<file path="src/rtl/scl_wait_pkg.sv">
package scl_wait_pkg;
  localparam int unsigned SCLW_CNT_W  = 4;
  localparam int unsigned SCLW_IDX_A  = 8;
  localparam int unsigned SCLW_IDX_B  = 9;
  localparam int unsigned SCLW_STAGES = 2;
endpackage

</file>
<file path="src/rtl/scl_line_sync.sv">
module scl_line_sync #(
  parameter int unsigned STAGES = 2
) (
  input  logic clk,
  input  logic rst,
  input  logic pad_d,
  output logic line_s,
  output logic line_fall
);
  logic [STAGES-1:0] chain;
  logic              line_prev;

  always_ff @(posedge clk) begin
    if (rst) begin
      chain     <= '1;
      line_prev <= 1'b1;
    end else begin
      chain     <= {chain[STAGES-2:0], pad_d};
      line_prev <= chain[STAGES-1];
    end
  end

  assign line_s    = chain[STAGES-1];
  assign line_fall = line_prev & ~chain[STAGES-1];
endmodule

</file>
<file path="src/rtl/scl_hold_latch.sv">
module scl_hold_latch #(
  parameter int unsigned CNT_W = 4,
  parameter int unsigned IDX   = 8
) (
  input  logic             clk,
  input  logic             rst,
  input  logic             arm,
  input  logic             line_fall,
  input  logic [CNT_W-1:0] bit_idx,
  output logic             held
);
  localparam logic [CNT_W-1:0] IDX_V = CNT_W'(IDX);

  always_ff @(posedge clk) begin
    if (rst)                                  held <= 1'b0;
    else if (!arm)                            held <= 1'b0;
    else if (line_fall && bit_idx == IDX_V)   held <= 1'b1;
  end


  hold_drop_chk: assert property (@(posedge clk) disable iff (rst)
    !arm |=> !held);

  hold_cause_chk: assert property (@(posedge clk) disable iff (rst)
    (!held && !(line_fall && bit_idx == IDX_V)) |=> !held);
endmodule

</file>
<file path="src/rtl/scl_pad_drive.sv">
module scl_pad_drive (
  input  logic clk,
  input  logic rst,
  input  logic gen_scl,
  input  logic force_low,
  input  logic hold_any,
  input  logic line_s,
  output logic scl_pull,
  output logic gen_stall
);
  always_ff @(posedge clk) begin
    if (rst) begin
      scl_pull  <= 1'b0;
      gen_stall <= 1'b0;
    end else begin
      scl_pull  <= force_low | hold_any | ~gen_scl;
      gen_stall <= gen_scl & ~line_s;
    end
  end


  force_low_chk: assert property (@(posedge clk) disable iff (rst)
    force_low |=> scl_pull);

  gen_low_chk: assert property (@(posedge clk) disable iff (rst)
    !gen_scl |=> scl_pull);

  release_chk: assert property (@(posedge clk) disable iff (rst)
    (gen_scl && !force_low && !hold_any) |=> !scl_pull);

  stall_chk: assert property (@(posedge clk) disable iff (rst)
    (gen_scl && !line_s) |=> gen_stall);
endmodule

</file>
<file path="src/rtl/scl_wait_ctrl.sv">
module scl_wait_ctrl
  import scl_wait_pkg::*;
#(
  parameter int unsigned CNT_W  = SCLW_CNT_W,
  parameter int unsigned IDX_A  = SCLW_IDX_A,
  parameter int unsigned IDX_B  = SCLW_IDX_B,
  parameter int unsigned STAGES = SCLW_STAGES
) (
  input  logic             clk,
  input  logic             rst,
  input  logic             gen_scl,
  input  logic             scl_in,
  input  logic [CNT_W-1:0] bit_idx,
  input  logic             hold8_en,
  input  logic             force_low,
  input  logic             hold9_en,
  input  logic             delayed_clk,
  output logic             scl_pull,
  output logic             gen_stall
);
  logic line_s, line_fall;
  logic held_a, held_b;
  logic arm_b;

  assign arm_b = hold9_en & delayed_clk;

  scl_line_sync #(.STAGES(STAGES)) u_sync (
    .clk(clk), .rst(rst), .pad_d(scl_in),
    .line_s(line_s), .line_fall(line_fall)
  );

  scl_hold_latch #(.CNT_W(CNT_W), .IDX(IDX_A)) u_hold_a (
    .clk(clk), .rst(rst), .arm(hold8_en), .line_fall(line_fall),
    .bit_idx(bit_idx), .held(held_a)
  );

  scl_hold_latch #(.CNT_W(CNT_W), .IDX(IDX_B)) u_hold_b (
    .clk(clk), .rst(rst), .arm(arm_b), .line_fall(line_fall),
    .bit_idx(bit_idx), .held(held_b)
  );

  scl_pad_drive u_drive (
    .clk(clk), .rst(rst), .gen_scl(gen_scl), .force_low(force_low),
    .hold_any(held_a | held_b), .line_s(line_s),
    .scl_pull(scl_pull), .gen_stall(gen_stall)
  );


  mode_gate_chk: assert property (@(posedge clk) disable iff (rst)
    (!delayed_clk && !held_b) |=> !held_b);
endmodule

</file>
<file path="config.mk">
export PLATFORM = sky130hd
export DESIGN_NAME = scl_wait_ctrl
export DESIGN_NICKNAME = d
export VERILOG_FILES = /design/src/rtl/scl_wait_pkg.sv /design/src/rtl/scl_line_sync.sv /design/src/rtl/scl_hold_latch.sv /design/src/rtl/scl_pad_drive.sv /design/src/rtl/scl_wait_ctrl.sv
export SDC_FILE = /design/constraint.sdc
export NUM_CORES = 1
export LEC_CHECK = 0
export ABC_CLOCK_PERIOD_IN_PS = 1100
export BUFFER_PORTS_ARGS = -buffer_cell sky130_fd_sc_hd__buf_2
export CELL_PAD_IN_SITES_DETAIL_PLACEMENT = 0
export CELL_PAD_IN_SITES_GLOBAL_PLACEMENT = 1
export CORE_AREA = 4 4 41 43
export CTS_CLUSTER_DIAMETER = 200
export DETAILED_ROUTE_END_ITERATION = 12
export DIE_AREA = 0 0 45 47
export PLACE_DENSITY_LB_ADDON = 0.1
export SLEW_MARGIN = 20
export SYNTH_ARGS = -nofsm -noshare
export SYNTH_HDL_FRONTEND = slang
export SYNTH_HIERARCHICAL = 1
export SYNTH_SLANG_ARGS = --single-unit
</file>
<file path="constraint.sdc">
create_clock -name clk -period 1.1 [get_ports clk]
set_input_delay 0 -clock clk [delete_from_list [all_inputs] [get_ports clk]]
set_output_delay 0 -clock clk [all_outputs]
set_load 0.005 [all_outputs]
</file>
==> flow_metrics.py <==
metrics = {
    "worst_setup_path": {
        "timing.critical_path.required_ns": 1.24,
        "arrival_ns": 0.93,
        "slowest_delay_ns": 0.30,
        "cp_num_buf_inv": 0,
        "path_max_fanout": 2,
        "critPathKind": "reg -> reg",
        "endpoint_kind": "flop",
        "crit_family": "simple AND/OR/NAND/NOR gates",
        "crit_chain": "or2_1 -> nor2_1 -> a21oi_1",
        "cp_slowest_cell": "dfxtp_1",
        "startpoint_type": "flop",
    },
    "clock_network": {
        "numClockSinks": 7,
        "cts_max_level": 1,
        "cts_tree": "yes",
        "clockBufferDepth": 2,
        "cts_made_buffers": 3,
        "root_buffer": "clkbuf_4",
        "path_clk_slew_ns": 0.05,
        "cts_resized": 0,
        "clk_latency_ns": 0.25,
    },
    "worst_hold_path": {
        "hold_path_class": "in -> reg",
    },
    "timing": {
        "finalHoldViolCount": 0,
        "whs_ns": 0.0186,
        "finalSetupTns_ns": 0,
        "fin_skew_ns": 0.00259,
        "setup_ws_ns": 0.304,
        "worst_pin_slew_ns": 0.177,
        "finalCritPeriodShare_pct": 72.4,
        "rsz0062_at_grt": "false",
        "min_period_ns": 0.796,
        "max-slew-margin-rel_pct": 88.2,
        "setup_viol": 0,
        "fmax_mhz": 1260,
        "maxSlewViolCount": 0,
    },
    "die": {
        "start_util_pct": 20.3,
        "floorplan.rows": 13,
        "die_h_um": 47,
        "die_area_um2": 2120,
        "fp.coreArea_um2": 1300,
        "num_io_pins": 14,
        "die_w_um": 45,
    },
    "grt": {
        "grt_usage_pct": 6.10,
        "grt_pass1_vias": 188,
        "gr-usage-met1_pct": 7.55,
        "grt_pass1_wl_um": 807,
        "grt_antenna_before_repair": 0,
        "grt_max_degree": 10,
        "busiest_layer": "met1",
        "gr-total-overflow": 0,
        "grtUsageMet2_pct": 6.50,
        "grt_use_met3_pct": 5.75,
    },
    "yosys": {
        "synth.avg_cell_area_um2": 11.0,
        "yosys-top-cells-area": "dfxtp_1 53%, or2_1 9.5%, nand3b_1 5.7%",
        "yosys.area.top_type_share_pct": 53.1,
        "synth_top_family_by_area": "simple AND/OR/NAND/NOR gates",
        "muxShareOfSynthArea_pct": 0,
        "synth_fa_ha_area_share_pct": 0,
        "synth-xor-area-share_pct": 0,
        "yosys.area.top_type": "dfxtp_1",
        "syn_nets": 36,
        "syn_inst": 24,
        "syn_area_um2": 264,
        "synth-compound-area-share_pct": 7.58,
        "synthSimpleGateAreaFrac_pct": 39.3,
        "synthDistinctLibCells": 13,
        "ys_seq_area_share_pct": 53.1,
        "ys_seq_elements": 7,
        "ys_warn_count": 6,
    },
    "route": {
        "dr.pass1.iters": 2,
        "antenna_left": 0,
        "wl_per_cell_um": 9.15,
        "vias": 229,
        "vias_per_cell": 3.88,
        "wirelength_um": 540,
        "drt_iter0_drc": 2,
        "drcViolationCount": 0,
    },
    "final_layout": {
        "drive_gt1_share_pct": 38.6,
        "final_cell_area_um2": 404,
        "nFillCells": 149,
        "diodes": 0,
        "final_core_utilization_pct": 31.1,
        "syn_to_final_growth_pct": 53.1,
        "fin_nets": 57,
        "instances_no_fill": 59,
    },
    "place": {
        "place_ws_ns": 0.315,
        "place.gp.congestion": 0.687,
        "placed_area_um2": 348,
        "port_buffers": 13,
        "dp_cells": 52,
    },
    "run": {
        "max_cap_violations": 0,
    },
    "run_status": {
        "status": "finished, final reports clean",
    },
    "pwr": {
        "leakagePower_nw": 0.179,
        "peakVddDrop_mv": 0.448,
        "p_per_area_nw_per_um2": 1350,
        "total_power_mw": 0.546,
    },
}
==> placed cells by master, fill, tap and decap left out <==
master         count
nor2b_1            1
clkbuf_4           3
nor2_1             2
and4bb_1           1
dfxtp_1            7
and2b_1            1
buf_2             13
dlygate4sd3_1      3
nand4bb_1          1
nor3b_2            1
or2_1              4
a32o_1             1
a21oi_1            1
and2_1             1
clkbuf_1           1
nand3b_1           2
o21ai_1            1
==> path summary, 6_finish.rpt <==
path | from | end | slack (ns) | cells past startpoint
max | u_hold_b/held | u_drive/scl_pull | 0.30 | 3
min | rst | u_drive/scl_pull | 0.02 | 2
max reg2reg | u_hold_b/held | u_drive/scl_pull | 0.30 | 3
min reg2reg | u_sync/chain[0] | u_sync/chain[1] | 0.41 | 1
==> cell usage after synthesis <==
cell	instances
dfxtp_1	7
or2_1	4
nand3b_1	2
nor2_1	2
a21oi_1	1
a32o_1	1
and2_1	1
and2b_1	1
and4bb_1	1
nand4bb_1	1
nor2b_1	1
nor3b_2	1
o21ai_1	1
==> routing by layer <==
layer	routed length, um	vias to the layer above
li1	-	123
met1	265	92
met2	199	14
met3	75	0
met4	0	0
met5	0	-
==> cell type report <==
type | instances | area [um2] | area share [%]
well taps | 15 | 18.8 | 4.64
multi-input cells | 17 | 124 | 30.7
flip-flops and latches | 7 | 140 | 34.7
clock buffers | 4 | 26.3 | 6.50
repair buffers | 16 | 95.1 | 23.5
==> power by group <==
group	switching, mW	leakage, nW	internal (mW)
Combinational	0.0182	0.106	0.0338
Clock	0.0920	0.0150	0.138
Sequential	0.00216	0.0574	0.261
Total	0.112	0.179	0.433
==> state kept, by name, summed over array words and instances (netlist names) <==
name,flops
u_hold_a/held,1
u_sync/line_prev,1
u_drive/scl_pull,1
u_sync/chain,2
u_hold_b/held,1
u_drive/gen_stall,1
==> cells by family (layout without fill, tap and decap cells) <==
family / after synthesis / after routing
compound gates: 3 / 3
buf+inv: 0 / 20
flops: 7 / 7
simple gates: 14 / 14
==> repair_timing <==
item / 4_1_cts / 5_1_grt
setup buffers: 0 / 0
hold buffers: 3 / 0
hold endpoints to repair: 2 / 0
Power figures use the tool's default switching activity.
